File: config.mk
export PLATFORM = sky130hd
export DESIGN_NAME = wmode_ctrl
export DESIGN_NICKNAME = d
export VERILOG_FILES = /design/src/rtl/wmode_pkg.sv /design/src/rtl/wmode_wake_qual.sv /design/src/rtl/wmode_settle_cnt.sv /design/src/rtl/wmode_pclk_gate.sv /design/src/rtl/wmode_ctrl.sv
export SDC_FILE = /design/constraint.sdc
export NUM_CORES = 1
export LEC_CHECK = 0
export BUFFER_PORTS_ARGS = -buffer_cell sky130_fd_sc_hd__buf_2
export CAP_MARGIN = 40
export CORE_UTILIZATION = 39
export DETAILED_ROUTE_END_ITERATION = 16
export GPL_TIMING_DRIVEN = 0
export PLACE_DENSITY = 0.86
export SLEW_MARGIN = 15
export SYNTH_ARGS = -nofsm -noshare
export SYNTH_HDL_FRONTEND = slang
export SYNTH_SLANG_ARGS = --single-unit
export TNS_END_PERCENT = 50
File: constraint.sdc
create_clock -name clk -period 2.86 [get_ports clk]
set_input_delay 0.572 -clock clk [delete_from_list [all_inputs] [get_ports clk]]
set_output_delay 0.572 -clock clk [all_outputs]
set_load 0.01 [all_outputs]
File: src/rtl/wmode_pkg.sv
package wmode_pkg;

    typedef enum logic [2:0] {
        ST_RESET,
        ST_RSTEXC,
        ST_HS,
        ST_MS,
        ST_WATCH,
        ST_SETTLE,
        ST_IRQGO
    } wm_state_t;

    // Clock-control word produced by the output decoder
    typedef struct packed {
        logic osc;
        logic cpu;
        logic periph_all;
        logic periph_keep;
    } clk_ctl_t;

endpackage

File: src/rtl/wmode_wake_qual.sv
module wmode_wake_qual #(
    parameter int N_IRQ  = 16,
    parameter int N_KEY  = 16,
    parameter int N_WUE  = 8,
    parameter int N_PERI = 3
) (
    input  logic              cpu_mask,
    input  logic              nmi,
    input  logic [N_IRQ-1:0]  irq,
    input  logic [N_IRQ-1:0]  irq_en,
    input  logic [N_KEY-1:0]  key,
    input  logic [N_KEY-1:0]  key_en,
    input  logic [N_WUE-1:0]  wue,
    input  logic [N_WUE-1:0]  wue_en,
    input  logic [N_PERI-1:0] peri_irq,
    input  logic [N_PERI-1:0] peri_ie,
    output logic              wake
);
    logic irq_hit, key_hit, wue_hit, peri_hit, maskable;

    always_comb begin
        irq_hit  = |(irq & irq_en);
        key_hit  = |(key & key_en);
        wue_hit  = |(wue & wue_en);
        peri_hit = |(peri_irq & peri_ie);
        maskable = irq_hit | key_hit | wue_hit | peri_hit;
        // NMI bypasses the CPU mask
        wake     = nmi | (maskable & ~cpu_mask);
    end
endmodule

File: src/rtl/wmode_settle_cnt.sv
module wmode_settle_cnt #(
    parameter int SETTLE_BASE = 8,
    parameter int CODE_W      = 3
) (
    input  logic              clk,
    input  logic              res_n,
    input  logic              load,
    input  logic              run,
    input  logic [CODE_W-1:0] code,
    output logic              done
);
    localparam int MAX_EXP = SETTLE_BASE + (1 << CODE_W) - 1;
    localparam int CNT_W   = (MAX_EXP < 1) ? 1 : MAX_EXP;

    logic [CNT_W-1:0] cnt;

    // Loaded with N-1 so that the settle state lasts exactly N cycles
    always_ff @(posedge clk or negedge res_n) begin
        if (!res_n) begin
            cnt <= '0;
        end else if (load) begin
            cnt <= CNT_W'(((CNT_W+1)'(1) << (SETTLE_BASE + 32'(code))) - 1'b1);
        end else if (run && cnt != '0) begin
            cnt <= cnt - 1'b1;
        end
    end

    assign done = (cnt == '0);
endmodule

File: src/rtl/wmode_pclk_gate.sv
module wmode_pclk_gate #(
    parameter int N_PCLK  = 8,
    parameter int IR_IDX  = 0,
    parameter int WDT_IDX = 1
) (
    input  logic              all_on,
    input  logic              keep_on,
    output logic [N_PCLK-1:0] pclk_en
);
    for (genvar i = 0; i < N_PCLK; i++) begin : g_pclk
        if (i == IR_IDX || i == WDT_IDX) begin : g_keep
            assign pclk_en[i] = keep_on;
        end else begin : g_gated
            assign pclk_en[i] = all_on;
        end
    end
endmodule

File: src/rtl/wmode_ctrl.sv
module wmode_ctrl
    import wmode_pkg::*;
#(
    parameter int N_IRQ       = 16,
    parameter int N_KEY       = 16,
    parameter int N_WUE       = 8,
    parameter int N_PERI      = 3,
    parameter int N_PCLK      = 8,
    parameter int IR_IDX      = 0,
    parameter int WDT_IDX     = 1,
    parameter int SETTLE_BASE = 8,
    parameter int STS_W       = 3
) (
    input  logic              clk,
    input  logic              res_n,
    input  logic              sleep_req,
    input  logic              ssby,
    input  logic              dton,
    input  logic              pss,
    input  logic              medium_sel,
    input  logic              fast_req,
    input  logic [STS_W-1:0]  sts_code,
    input  logic              cpu_mask,
    input  logic              nmi,
    input  logic [N_IRQ-1:0]  irq,
    input  logic [N_IRQ-1:0]  irq_en,
    input  logic [N_KEY-1:0]  key,
    input  logic [N_KEY-1:0]  key_en,
    input  logic [N_WUE-1:0]  wue,
    input  logic [N_WUE-1:0]  wue_en,
    input  logic [N_PERI-1:0] peri_irq,
    input  logic [N_PERI-1:0] peri_ie,
    output logic              osc_en,
    output logic              cpu_clk_en,
    output logic [N_PCLK-1:0] pclk_en,
    output logic              in_watch,
    output logic              mode_medium,
    output logic              irq_start,
    output logic              rst_start
);
    wm_state_t state, state_nx;
    logic      exit_ms;
    logic      wake, settle_done, cnt_load, cnt_run, entry_ok;
    clk_ctl_t  cc;

    wmode_wake_qual #(
        .N_IRQ(N_IRQ), .N_KEY(N_KEY), .N_WUE(N_WUE), .N_PERI(N_PERI)
    ) u_wake (
        .cpu_mask(cpu_mask), .nmi(nmi),
        .irq(irq), .irq_en(irq_en),
        .key(key), .key_en(key_en),
        .wue(wue), .wue_en(wue_en),
        .peri_irq(peri_irq), .peri_ie(peri_ie),
        .wake(wake)
    );

    wmode_settle_cnt #(
        .SETTLE_BASE(SETTLE_BASE), .CODE_W(STS_W)
    ) u_settle (
        .clk(clk), .res_n(res_n),
        .load(cnt_load), .run(cnt_run),
        .code(sts_code), .done(settle_done)
    );

    wmode_pclk_gate #(
        .N_PCLK(N_PCLK), .IR_IDX(IR_IDX), .WDT_IDX(WDT_IDX)
    ) u_pclk (
        .all_on(cc.periph_all), .keep_on(cc.periph_keep), .pclk_en(pclk_en)
    );

    assign entry_ok = ssby & ~dton & pss;

    // Next-state logic
    always_comb begin
        state_nx = state;
        cnt_load = 1'b0;
        unique case (state)
            ST_RESET:  state_nx = ST_RSTEXC;
            ST_RSTEXC: state_nx = ST_HS;
            ST_HS:     if (sleep_req && entry_ok) state_nx = ST_WATCH;
            ST_MS:     if (fast_req) state_nx = ST_HS;
            ST_WATCH: begin
                if (wake) begin
                    if (exit_ms) begin
                        state_nx = ST_IRQGO;
                    end else begin
                        state_nx = ST_SETTLE;
                        cnt_load = 1'b1;
                    end
                end
            end
            ST_SETTLE: if (settle_done) state_nx = ST_IRQGO;
            ST_IRQGO:  state_nx = exit_ms ? ST_MS : ST_HS;
            default:   state_nx = ST_RESET;
        endcase
    end

    // State register, exit target latched on entry
    always_ff @(posedge clk or negedge res_n) begin
        if (!res_n) begin
            state   <= ST_RESET;
            exit_ms <= 1'b0;
        end else begin
            state <= state_nx;
            if (state == ST_HS && state_nx == ST_WATCH) begin
                exit_ms <= medium_sel;
            end
        end
    end

    // Output decoder
    always_comb begin
        cc          = '{osc: 1'b1, cpu: 1'b1, periph_all: 1'b1, periph_keep: 1'b1};
        in_watch    = 1'b0;
        mode_medium = 1'b0;
        irq_start   = 1'b0;
        rst_start   = 1'b0;
        cnt_run     = 1'b0;
        unique case (state)
            ST_RESET:  ;
            ST_RSTEXC: rst_start = 1'b1;
            ST_HS:     ;
            ST_MS:     mode_medium = 1'b1;
            ST_WATCH: begin
                cc       = '{osc: 1'b0, cpu: 1'b0, periph_all: 1'b0, periph_keep: 1'b1};
                in_watch = 1'b1;
            end
            ST_SETTLE: begin
                cc      = '{osc: 1'b1, cpu: 1'b0, periph_all: 1'b0, periph_keep: 1'b1};
                cnt_run = 1'b1;
            end
            ST_IRQGO: begin
                irq_start   = 1'b1;
                mode_medium = exit_ms;
            end
            default: ;
        endcase
    end

    // Reset pin forces every clock on without waiting for an edge
    assign osc_en     = cc.osc | ~res_n;
    assign cpu_clk_en = cc.cpu | ~res_n;
endmodule

---- Word-level counts from Yosys, hierarchy flattened ----
Cells that the tools add are included.
word-level totals
  flip-flop bits (word level) ............. 19
  bits of input ports ..................... 99
  logic and storage cells ................. 59
cells by class
  reduce and logical (&&, ||, !) cells .... 11
  shift operators ......................... 1
  eq/ne operators ......................... 7
  bitwise logic cells ..................... 16
  add/sub/neg operators ................... 3
  mux-type cells .......................... 18
operators by type and width
  operator                                             number
  bitwise AND 16 bit                                   2
  OR reduction 16 bit                                  2
  left shift 1 x 32 -> 15 bit, first input constant    1
  2-to-1 mux 15 bit                                    2
  subtractor 15 x 1 -> 15 bit, second input constant   2
  one-hot mux 3 bit (7 select lines)                   1
  logical NOT 15 bit                                   1
  nonzero test 15 bit                                  1
  equality test 3 bit, second input constant           4
  2-to-1 mux 3 bit                                     4
  bitwise AND 8 bit                                    1
  2-to-1 mux 1 bit                                     8
  one-hot mux 4 bit (2 select lines)                   1
  OR reduction 8 bit                                   1
  equality test 3 x 2 -> 1 bit, second input constant  2
  bitwise OR 1 bit                                     6
  adder 4 x 3 -> 5 bit, first input constant           1
  bitwise AND 1 bit                                    3
  bitwise AND 3 bit                                    1
  equality test 3 x 1 -> 1 bit, second input constant  1
  logical AND 1 bit                                    3
  logical NOT 3 bit                                    1
  inverter 1 bit                                       3
  OR reduction 3 bit                                   1
  3 further kinds                                      3

---- Longest topological paths before layout ----
Gate-level depths: netlist (run 1).
  word-level depth ........................ 11
  mapped depth ............................ 6
  mapped depth without buffers ............ 5

---- Cells and area by module ----
Synthesis (run 1) repeated with hierarchy kept, for this count alone.
unflattened totals
  cells, all modules ...................... 202
  area, all modules ....................... 1,675.4 µm²
modules (own cells, without submodules)
  module            cells each  times used  area each (µm²)
  wmode_settle_cnt  127         1           1,091.0
  wmode_ctrl        35          1           300.3
  wmode_wake_qual   32          1           224.0
  wmode_pclk_gate   8           1           60.1

---- Worst setup path after synthesis (run 1) ----
Ideal clock, no wire load.
  path kind ............................... input to register
  start point ............................. input port irq[10]
  end point ............................... register u_settle.cnt[10]
  buffers on the path ..................... 0
  required time ........................... 2.735 ns
  library setup time ...................... 0.125 ns
  arrival time ............................ 2.111 ns
  stages on the path ...................... 5
  setup slack ............................. 0.624 ns
  cells stage by stage .................... a22oi_1 nand4_1 or4_4 o31ai_4 mux2_4
on the way
  word-level cells in the longest chain between the ends .. 10
  elaborated cells between the ends (all ways) .. 11
ends and longest elaborated chain
  element                                                  RTL line                source
  start: declaration                                       wmode_ctrl.sv:25        input logic [N_IRQ-1:0] irq,
  bitwise AND 16 bit *                                     wmode_wake_qual.sv:22   irq_hit = |(irq & irq_en);
  OR reduction 16 bit *                                    wmode_wake_qual.sv:22
  bitwise OR 1 bit * (3 in a row)                          wmode_wake_qual.sv:26   maskable = irq_hit | key_hit | wue_hit | peri_hit;
  bitwise AND 1 bit *                                      wmode_wake_qual.sv:28   wake = nmi | (maskable & ~cpu_mask);
  bitwise OR 1 bit *                                       wmode_wake_qual.sv:28
  2-to-1 mux 1 bit *                                       wmode_ctrl.sv:83        if (wake) begin
  2-to-1 mux 1 bit *                                       wmode_ctrl.sv:77        unique case (state)
  2-to-1 mux 15 bit or nonzero test 2 bit (tied branches)  --
  end signal: assignment                                   wmode_settle_cnt.sv:22  cnt <= CNT_W'(((CNT_W+1)'(1) << (SETTLE_BASE + 32'(code))) - 1'b1);
  end signal: assignment                                   wmode_settle_cnt.sv:24  cnt <= cnt - 1'b1;
  end: declaration                                         wmode_settle_cnt.sv:15  logic [CNT_W-1:0] cnt;
Every way passes the cells marked *; elsewhere a longest branch is shown, timed or not.
A chain may end at the register's enable or synchronous reset.

---- Worst setup path in the final report (run 1) ----
  start point ............................. register state[1]
  end point ............................... output port osc_en
on the way
  word-level cells in the longest chain between the ends .. 3
  elaborated cells between the ends (all ways) .. 4
ends and longest elaborated chain
  element                               RTL line           source
  start: declaration                    wmode_ctrl.sv:41   wm_state_t state, state_nx;
  start signal: assignment              wmode_ctrl.sv:104  state <= state_nx;
  equality test 3 bit                   wmode_ctrl.sv:119  unique case (state)
  one-hot mux 4 bit (2 select lines) *  wmode_ctrl.sv:119
  bitwise OR 1 bit *                    wmode_ctrl.sv:141  assign osc_en = cc.osc | ~res_n;
  end: declaration                      wmode_ctrl.sv:33   output logic osc_en,
Marked as above.

==> key figures, run 1 <==
Placement
  – DPL Wire Length: 3840 um
  – GP Congestion: 0.838
  – # port buffers: 110
  – Placement Setup Slack: 357 ps

Pwr
  – Combinational Power Share: 0.226
  – Reg power frac: 0.519
  – Max VDD drop: 0.000108 V
  – Sw Pwr: 139 uW
  – Clock power frac: 0.255
  – Int Pwr: 403 uW
  – Cell Pwr Density: 264 nW/um2
  – P_leak: 1.05 nW
  – Total power: 543 uW
  – Sw frac: 0.257

STA
  – Min cycle time layout: 2160 ps
  – Final setup vio count: 0
  – Worst Clk Skew: 1.35 ps
  – Final hold vios: 0
  – Final Slew Violations: 0
  – Tcrit/Tclk final: 0.756
  – Final setup margin: 697 ps
  – Max frequency: 0.462 GHz
  – Tightest Pin Transition: 505 ps
  – Sum of negative setup slack: 0 ps
  – RSZ-0062 raised after global routing: no
  – Max transition margin: 0.664

Clocking
  – Post-CTS sizing: 0
  – Root buf cell: clkbuf_4
  – Clk_lat worst skew: 300 ps
  – Clock buffer depth: 2
  – Num CTS Buffers: 3
  – CTS tree: yes
  – Post-cts hold buffer count: 0
  – CTS Sinks: 19
  – CTS H-tree lvls: 1
  – Reg clk slew, reported paths: 100 ps
  – Postcts setup bufs: 0

Setup path
  – Slowest CP cell: dfrtp_1
  – CP Launch Type: flip-flop
  – CP arrival: 1590 ps
  – Reg2reg path depth: 5
  – Cell breakdown of the critical path: inv_1 -> nand2_1 -> nor2_1 -> nand2_1 -> buf_2
  – Critical path type: flip-flop to output port
  – Worst r2r dst: u_settle.cnt[11]$_DFFE_PN0P_
  – Top cell by count, worst path: nand2_1
  – CP endpoint kind: output port
  – Max stage delay on crit path: 450 ps
  – Critical path peak fanout: 10
  – Register-to-register setup slack: 740 ps
  – Worst R2R Start: u_settle.cnt[3]$_DFFE_PN0P_
  – Required @ worst endpoint: 2290 ps

Detailed routing
  – 1st-iter DRT viols: 79
  – Post-DRT Antenna Nets: 0
  – DRC: 0
  – WL/cell: 14.1 um
  – Drt total wl: 4400 um
  – Drt via density: 5.25
  – Vias: 1633
  – 1st-pass router iterations: 4

Yosys
  – Post-synth top flop: dfrtp_1
  – Post-synth EDFFs: 0
  – Gate Count Post-Synth: 150
  – Sequential share of the synthesized area: 0.336
  – Synth Warn #: 0
  – Synth cell types: 45
  – Post-Syn Area: 1420 um2
  – Number of synthesized register bits: 19
  – Syn Area/Cell: 9.44 um2
  – Asr flop ratio synth: 1.00

GRT
  – Most Used Layer, Global Route: met2
  – Number of global-route vias before repair: 1588
  – Initial antenna violation count: 0
  – GR Util met2: 0.434
  – GRT met3 Usage: 0.0313
  – Global-route wire length before repair: 7200 um
  – GRT Total Usage: 0.239
  – Overflow after GRT: 0
  – Largest net degree at the start of global routing: 22
  – Global Route met1 Usage: 0.281

Floorplanning
  – Row cnt: 21
  – Die Y: 62.3 um
  – Starting density of the core: 0.415
  – Die area: 3880 um2
  – Core area: 3420 um2
  – Die width: 62.3 um
  – I/O pin cnt: 113

Final layout
  – Layout net count: 365
  – Layout area overhead: 45.1%
  – Layout cell share with drive strength beyond 1: 0.521
  – Ant diodes: 0

Outcome
  – Status: completed

Run
  – Max-cap viol count: 0

Worst hold path
  – Worst hold path type: primary input to asynchronous set/reset pin
-- through the flow --
stage | hold slack, ps | cells | utilization | cell area (um2)
final | 191 | 311 | 0.601 | 2050
after floorplan | 276 | 151 | - | 1420
after detailed placement | 511 | 307 | 0.594 | 2030
after global placement | 511 | 307 | 0.594 | 2030
after CTS | 207 | 311 | 0.601 | 2050
after global routing | 222 | 311 | 0.601 | 2050
-- flip-flops by register name, summed over array words and instances (netlist names) --
signal and cells:
exit_ms 1, u_settle.cnt 15, state 3
-- synthesized netlist by cell type, drive strengths merged, types with 2 or more instances --
cell / n / area, um2
xnor2: 3 / 26.3
o21ai: 8 / 43.8
nand4: 4 / 25.0
mux2: 3 / 41.3
or3: 3 / 18.8
o21bai: 2 / 15.0
a22oi: 16 / 120
xor2: 5 / 43.8
o211ai: 2 / 25.0
nor3: 3 / 15.0
nand2b: 2 / 12.5
a221oi: 2 / 17.5
a22o: 2 / 17.5
nand2: 14 / 52.6
inv: 3 / 11.3
nor4: 4 / 31.3
or4: 4 / 41.3
nor2: 10 / 37.5
mux2i: 6 / 60.1
buf: 11 / 87.6
nand3: 8 / 40.0
dfrtp: 19 / 475
-- layout make-up --
type                       instances  area, um2
inverter                           3       11.3
clock buffer                       4       26.3
tap                               46       57.6
sequential                        19        475
timing repair buffer             110        551
fill                             331       1360
buffer                            11       87.6
multi-input combinational        118        846
-- cells by family (layout without fill, tap and decap cells) --
family,count (synthesis),after routing,share of synthesized area
AO/OA/AOI/OAI,41,41,0.242
buffers and inverters,14,128,0.0698
AND/OR/NAND/NOR,58,58,0.229
XOR/XNOR,8,8,0.0495
other,1,2,0.00265
multiplexers,9,9,0.0716
flip-flops,19,19,0.336
-- worst max path at each step --
| stage | cells past startpoint | to | start | slack, ps |
|---|---|---|---|---|
| 2_1_floorplan | 5 | u_settle.cnt[10]$_DFFE_PN0P_ | irq[10] | 620 |
| 3_3_place_gp | 7 | u_settle.cnt[13]$_DFFE_PN0P_ | irq[8] | 380 |
| 3_5_place_dp | 7 | u_settle.cnt[13]$_DFFE_PN0P_ | irq[8] | 360 |
| 4_1_cts | 7 | u_settle.cnt[13]$_DFFE_PN0P_ | irq[8] | 680 |
| 5_1_grt | 7 | u_settle.cnt[13]$_DFFE_PN0P_ | irq[7] | 550 |
| 6_report | 5 | osc_en | state[1]$_DFF_PN0_ | 700 |
-- power by group through the flow --
stage / Combinational, mW / Clock (mW) / Sequential, mW
finish: 0.123 / 0.139 / 0.281
global route: 0.138 / 0.149 / 0.283
CTS: 0.124 / 0.142 / 0.281
detailed placement: 0.123 / 0 / 0.287
global placement: 0.120 / 0 / 0.286
floorplan: 0.0410 / 0 / 0.285
-- metal layers --
| metal | up-vias | share of wire |
|---|---|---|
| li1 | 797 | - |
| met1 | 764 | 0.37 |
| met2 | 67 | 0.54 |
| met3 | 5 | 0.070 |
| met4 | 0 | 0.016 |
| met5 | - | 0 |
-- worst max-delay path, delay by kind of cell, from the launching register on --
kind,cells,cell delay [ps]
DFF,1,450
buffers and inverters,2,320
and+or+nand+nor,3,520
-- placed cells by master (no fill, tap or decap), drive strengths merged, types with 3 or more instances in the layout --
cell and n:
buf 121, xor2 5, o21ai 8, nand4 4
xnor2 3, inv 3, or3 3, mux2 3
nand3 8, nor3 3, nor2 10, nand2 14
nor4 4, or4 4, dfrtp 19, clkbuf 4
mux2i 6, a22oi 16
No activity file was read; power rests on OpenSTA's default activity.
==> inputs of run 2 (changes only) <==
==> constraint.sdc (replaced) <==
create_clock -name clk -period 2.15 [get_ports clk]
set_input_delay 0.43 -clock clk [delete_from_list [all_inputs] [get_ports clk]]
set_output_delay 0.43 -clock clk [all_outputs]
set_load 0.01 [all_outputs]
==> key figures, run 2 (synthesis gave the netlist of run 1 again) <==
Pwr
  – Total power: 723 uW (+33%)
  – Reg power frac: 0.519 (about the same)
  – Int Pwr: 537 uW (+33%)
  – Max VDD drop: 0.000143 V (+32%)
  – P_leak: 1.05 nW (+0.21%)
  – Clock power frac: 0.255 (about the same)
  – Sw Pwr: 186 uW (+34%)
  – Cell Pwr Density: 350 nW/um2 (+32%)
  – Combinational Power Share: 0.226 (about the same)
  – Sw frac: 0.257 (+0.000712)

Placement
  – Dpl cell area: 2030 um2 (unchanged)
  – Placed cell count: 307 (unchanged)
  – # port buffers: 110 (unchanged)
  – GP Congestion: 0.838 (unchanged)
  – DPL Wire Length: 3840 um (unchanged)

Floorplanning
  – Core area: 3420 um2 (unchanged)
  – Starting density of the core: 0.415 (unchanged)
  – Row cnt: 21 (unchanged)
  – Die width: 62.3 um (unchanged)
  – Die area: 3880 um2 (unchanged)
  – Die Y: 62.3 um (unchanged)
  – I/O pin cnt: 113 (unchanged)

Final layout
  – Largest register FFs: 15 (unchanged)
  – Final non-filler cell total: 312 (+0.32%)
  – Layout net count: 366 (+0.27%)
  – Layout cell share with drive strength beyond 1: 0.530 (+0.00932)
  – Biggest register: u_settle.cnt
  – Most common cell after layout, fill and taps aside: buf_2
  – Most frequent cells in the layout: 111 x buf_2, 19 x dfrtp_1, 16 x a22oi_1
  – Ant diodes: 0 (unchanged)
  – Post-route cell area: 2070 um2 (+0.61%)
  – Regs by FF count: u_settle.cnt x15, state x3, exit_ms x1
  – Layout area overhead: 45.9%

Setup path
  – Required @ worst endpoint: 2360 ps (+70 ps)
  – Slowest CP cell: or4_4
  – CP endpoint kind: flip-flop
  – Max stage delay on crit path: 580 ps (+130 ps)
  – Register-to-register setup slack: 50 ps (-690 ps)
  – Cell breakdown of the critical path: or4_4 -> or4_4 -> or3b_1 -> xor2_1 -> nand2_1
  – Top cell by count, worst path: or4_4
  – Critical path peak fanout: 7 (-3)
  – Critical path type: flip-flop to flip-flop
  – CP arrival: 2300 ps (+710 ps)
  – CP Launch Type: flip-flop

GRT
  – GRT Total Usage: 0.239 (unchanged)
  – Number of global-route vias before repair: 1588 (unchanged)
  – Global-route wire length before repair: 7200 um (unchanged)
  – Initial antenna violation count: 0 (unchanged)
  – Largest net degree at the start of global routing: 22 (unchanged)
  – Overflow after GRT: 0 (unchanged)

Run
  – Max-cap viol count: 0 (unchanged)

Detailed routing
  – Drt via density: 5.29 (+0.84%)
  – 1st-iter DRT viols: 85 (+7.6%)
  – Post-DRT Antenna Nets: 0 (unchanged)
  – Drt total wl: 4510 um (+2.6%)
  – 1st-pass router iterations: 5 (+1)
  – DRC: 0 (unchanged)
  – WL/cell: 14.5 um (+2.3%)
  – Vias: 1652 (+1.2%)

Clocking
  – Clock buffer depth: 2 (unchanged)
  – Root buf cell: clkbuf_4
  – CTS tree: yes
  – Num CTS Buffers: 3 (unchanged)
  – Clk_lat worst skew: 310 ps (about the same)
  – Post-cts hold buffer count: 0 (unchanged)
  – CTS H-tree lvls: 1 (unchanged)
  – CTS Sinks: 19 (unchanged)
  – Reg clk slew, reported paths: 100 ps (about the same)

STA
  – Tcrit/Tclk final: 0.976
  – RSZ-0062 raised after global routing: yes
  – Max frequency: 0.477 GHz
  – Min cycle time layout: 2100 ps
  – Max transition margin: 0.664 (about the same)
  – Tightest Pin Transition: 505 ps (+0.0733 ps)
  – Sum of negative setup slack: 0 ps (unchanged)
  – Final Slew Violations: 0 (unchanged)
  – Final setup vio count: 0 (unchanged)
  – Worst Clk Skew: 0.719 ps (-0.629 ps)
  – Final hold vios: 0 (unchanged)

Worst hold path
  – Worst hold path type: primary input to asynchronous set/reset pin

Outcome
  – Status: completed
## run 2: area by class of cell
type,count,area (um2)
multi-input combinational,118,855
tap,46,57.6
sequential,19,475
clock buffer,4,26.3
fill,325,1350
timing repair buffer,112,566
buffer,10,76.3
inverter,3,11.3
## run 2: path summary, 6_finish.rpt
| check | end | from | cells past startpoint |
|---|---|---|---|
| setup / recovery | u_settle.cnt[7]$_DFFE_PN0P_ | u_settle.cnt[7]$_DFFE_PN0P_ | 5 |
| hold / removal | state[0]$_DFF_PN0_ | res_n | 1 |
| setup reg to reg | u_settle.cnt[7]$_DFFE_PN0P_ | u_settle.cnt[7]$_DFFE_PN0P_ | 5 |
| hold reg to reg | u_settle.cnt[5]$_DFFE_PN0P_ | u_settle.cnt[5]$_DFFE_PN0P_ | 2 |
| max in group asynchronous | u_settle.cnt[12]$_DFFE_PN0P_ | res_n | 1 |
| min in group clk | exit_ms$_DFFE_PN0P_ | medium_sel | 2 |
## run 2: layer usage
layer / GRT usage / up-vias / wire length [um]
met5: 0 / - / 0
met4: 0.0959 / 0 / 69
met3: 0.0313 / 5 / 281
met2: 0.434 / 71 / 2460
met1: 0.281 / 778 / 1700
li1: - / 798 / -
## run 2: what timing repair did
action	CTS	global route
gates resized for setup	0	2
buffers inserted	0	2
endpoints found under the setup margin	0	8
## run 2: power by group through the flow
stage	logic, mW	clock network [mW]	registers (mW)
after floorplan	0.0546	0	0.380
after global placement	0.159	0	0.380
after global routing	0.183	0.198	0.376
after detailed placement	0.164	0	0.381
final	0.164	0.184	0.375
after CTS	0.165	0.189	0.374
## run 2: critical path, delay by kind of cell, from the launching register on
family / cells / cell delay, ps
AND/OR/NAND/NOR: 4 / 1400
XOR/XNOR: 1 / 170
flip-flops: 1 / 430
## run 2: through the flow
step	setup slack, ps	hold WS (ps)	utilization
after global placement	-193	396	0.594
after detailed placement	-211	401	0.594
after floorplan	55.9	134	-
final	51.7	48.0	0.605
after CTS	27.0	65.4	0.601
after global routing	-29.4	79.5	0.605
==> inputs of run 3 (changes only) <==
--- a/config.mk
+++ b/config.mk
@@ -7,12 +7,13 @@
 export LEC_CHECK = 0
 export BUFFER_PORTS_ARGS = -buffer_cell sky130_fd_sc_hd__buf_2
 export CAP_MARGIN = 40
-export CORE_UTILIZATION = 39
+export CORE_UTILIZATION = 42
 export DETAILED_ROUTE_END_ITERATION = 16
 export GPL_TIMING_DRIVEN = 0
-export PLACE_DENSITY = 0.86
+export PLACE_DENSITY = 0.87
 export SLEW_MARGIN = 15
 export SYNTH_ARGS = -nofsm -noshare
 export SYNTH_HDL_FRONTEND = slang
+export SYNTH_HIERARCHICAL = 1
 export SYNTH_SLANG_ARGS = --single-unit
 export TNS_END_PERCENT = 50
==> key figures, run 3 <==
Final layout
  – Most frequent cells in the layout: 103 x buf_2, 19 x dfrtp_1, 19 x buf_4
  – Biggest register: u_settle/cnt
  – Area occupied by registers: 475 um2 (unchanged)
  – Final non-filler cell total: 379 (+21%)
  – Fill count: 271 (-17%)
  – Area of the multi-input gates: 1250 um2 (+47%)
  – Layout net count: 432 (+18%)
  – Layout area overhead: 63.5%
  – Layout cell share with drive strength beyond 1: 0.565 (+0.0349)
  – Layout Utilization: 0.732 (+0.126)
  – Ant diodes: 0 (unchanged)
  – Regs by FF count: u_settle/cnt x15, state x3, exit_ms x1
  – Most common cell after layout, fill and taps aside: buf_2
  – Largest register FFs: 15 (unchanged)
  – Post-route cell area: 2740 um2 (+33%)

STA
  – Final setup margin: -531 ps (-582 ps)
  – Tightest Pin Transition: 494 ps (-10.1 ps)
  – Final hold vios: 0 (unchanged)
  – Tcrit/Tclk final: 1.25 (+0.271)
  – Worst Clk Skew: 2.57 ps (+1.85 ps)
  – Min cycle time layout: 2680 ps (+582 ps)
  – Max frequency: 0.373 GHz (-22%)
  – RSZ-0062 raised after global routing: yes
  – Max transition margin: 0.668 (+0.00427)
  – Final setup vio count: 8 (+8)
  – Final Slew Violations: 0 (unchanged)

Setup path
  – CP arrival: 2860 ps (+560 ps)
  – Required @ worst endpoint: 2330 ps (-30 ps)
  – Critical path peak fanout: 4 (-3)
  – CP delay by family, top: simple AND/OR/NAND/NOR gates
  – CP Launch Type: primary input
  – Max stage delay on crit path: 520 ps (-60 ps)
  – Slowest CP cell: or4b_4
  – Worst Path Buf+Inv: 4 (+4)
  – CP endpoint kind: flip-flop
  – Critical path type: primary input to flip-flop
  – Cell breakdown of the critical path: buf_6 -> a22oi_2 -> nand4_1 -> nor4_2 -> a21oi_2 -> nor4b_4 -> buf_6 -> inv_4 -> clkbuf_16 -> nand2_4 -> ha_4 -> or4b_4 -> a31oi_4 -> a21oi_2 -> nor3_1

Yosys
  – Syn Area/Cell: 8.29 um2 (-12%)
  – Synth Warn #: 6 (+6)
  – Commonest cells in the netlist: 20 x a22oi_1, 19 x dfrtp_1, 18 x nand2_1
  – Post-synth top flop: dfrtp_1
  – Gate Count Post-Synth: 202 (+35%)
  – Most numerous cell in the Yosys netlist: a22oi_1
  – Sequential share of the synthesized area: 0.284 (-0.0519)
  – Post-Syn Area: 1680 um2 (+18%)
  – Top cells by area, synth: dfrtp_1 28%, a22oi_1 9.0%, nand2_1 4.0%, nor3_1 3.6%, buf_4 3.6%
  – Synth area leader: dfrtp_1
  – Number of synthesized register bits: 19 (unchanged)
  – Asr flop ratio synth: 1.00 (unchanged)
  – Top cell type's share of synthesized area: 0.284 (-0.0519)
  – Synth cell types: 59 (+31%)
  – Post-synth EDFFs: 0 (unchanged)

Detailed routing
  – DRC: 0 (unchanged)
  – Vias: 2174 (+32%)
  – Drt total wl: 6410 um (+42%)
  – Post-DRT Antenna Nets: 0 (unchanged)
  – Drt via density: 5.74 (+8.3%)
  – 1st-iter DRT viols: 133 (+56%)
  – 1st-pass router iterations: 5 (unchanged)
  – WL/cell: 16.9 um (+17%)

Outcome
  – Violated checks: negative setup slack
  – Status: finished with violations

GRT
  – GRT Total Usage: 0.278 (+0.0390)
  – Overflow after GRT: 0 (unchanged)
  – Number of global-route vias before repair: 2023 (+27%)
  – Largest net degree at the start of global routing: 22 (unchanged)
  – Global-route wire length before repair: 9040 um (+26%)
  – Initial antenna violation count: 0 (unchanged)

Placement
  – Placed cell count: 361 (+18%)
  – Placement Setup Slack: -890 ps (-679 ps)
  – # port buffers: 110 (unchanged)
  – DPL Wire Length: 4260 um (+11%)
  – Dpl cell area: 2370 um2 (+17%)
  – GP Congestion: 0.875 (+4.4%)

Pwr
  – Total power: 1.72 mW (+140%)
  – Cell Pwr Density: 629 nW/um2 (+80%)
  – P_leak: 1.22 nW (+16%)
  – Max VDD drop: 0.000497 V (+250%)

Floorplanning
  – Die area: 4250 um2 (+9.5%)
  – Row cnt: 22 (+4.8%)
  – Core area: 3740 um2 (+9.6%)
  – Die width: 65.2 um (+4.6%)
  – Die Y: 65.2 um (+4.6%)
  – I/O pin cnt: 113 (unchanged)
  – Starting density of the core: 0.448 (+0.0329)

Clocking
  – Root buf cell: clkbuf_8
  – Clock buffer depth: 2 (unchanged)
  – Post-cts hold buffer count: 0 (unchanged)
  – CTS Sinks: 19 (unchanged)
  – Num CTS Buffers: 3 (unchanged)
  – CTS tree: yes
  – Reg clk slew, reported paths: 80 ps (-20 ps)
  – Clk_lat worst skew: 260 ps (-50 ps)
  – CTS H-tree lvls: 1 (unchanged)

Worst hold path
  – Worst hold path type: primary input to asynchronous set/reset pin

Run
  – Max-cap viol count: 0 (unchanged)
## run 3: cell count changes after synthesis, sizes merged, moves of 5 or more
| cell | delta |
|---|---|
| a22oi | +5 |
| nand2 | +5 |
| clkbuf | +5 |
| mux2i | -5 |
| nor3 | +9 |
| a21oi | +9 |
## run 3: worst paths after layout
| check | startpoint | to | slack, ps | cells after the start |
|---|---|---|---|---|
| worst max register to register | state[1]$_DFF_PN0_ | u_settle/cnt[10]$_DFFE_PN0P_ | -330 | 13 |
| worst min-delay path | res_n | u_settle/cnt[0]$_DFFE_PN0P_ | 120 | 1 |
| worst max-delay path | irq_en[5] | u_settle/cnt[10]$_DFFE_PN0P_ | -530 | 15 |
| max in group asynchronous | res_n | exit_ms$_DFFE_PN0P_ | 1700 | 1 |
| worst min register to register | u_settle/cnt[7]$_DFFE_PN0P_ | u_settle/cnt[7]$_DFFE_PN0P_ | 570 | 2 |
| min in group clk | medium_sel | exit_ms$_DFFE_PN0P_ | 400 | 2 |
## run 3: power breakdown
part           switching (mW)  leakage (nW)  total, mW  internal, mW
Combinational           0.407         0.971      0.853         0.446
Sequential              0.145         0.220      0.609         0.464
Clock                   0.130        0.0255      0.260         0.129
## run 3: what timing repair did
| item | in CTS | in global routing |
|---|---|---|
| endpoints found under the setup margin | 8 | 10 |
| setup buffers | 13 | 1 |
| gates resized for setup | 22 | 24 |
| pin swaps | 16 | 11 |
## run 3: cells by family (layout without fill, tap and decap cells)
family | after synthesis | after routing | synth area share
DFF | 19 | 19 | 0.284
adders and majority gates | 1 | 1 | 0.00747
AOI/OAI and AO/OA | 60 | 60 | 0.258
xor gates and xnor gates | 8 | 8 | 0.0418
muxes | 2 | 2 | 0.0149
buffers and inverters | 22 | 150 | 0.0777
other | 1 | 2 | 0.00224
and+or+nand+nor | 89 | 89 | 0.314
## run 3: routing by layer
| metal | global-route usage | part of all wire | wire [um] | vias up |
|---|---|---|---|---|
| li1 | - | - | - | 1017 |
| met1 | 0.317 | 0.37 | 2380 | 1015 |
| met2 | 0.477 | 0.50 | 3200 | 115 |
| met3 | 0.0625 | 0.092 | 588 | 27 |
| met4 | 0.149 | 0.038 | 243 | 0 |
| met5 | 0 | 0 | 0 | - |
## run 3: layout make-up
type,count,share of cell area
Multi-Input combinational cell,162,0.458
Timing Repair Buffer,124,0.263
Sequential cell,19,0.174
Buffer,17,0.0585
Tap cell,48,0.0219
Clock buffer,3,0.0151
Inverter,5,0.00777
Clock inverter,1,0.00183
## run 3: metrics by stage
stage | hold WS (ps) | TNS (ps)
floorplan | 134 | -1630
CTS | 124 | -2260
detailed placement | 411 | -5470
global placement | 412 | -4880
finish | 115 | -2760
global route | 147 | -3240
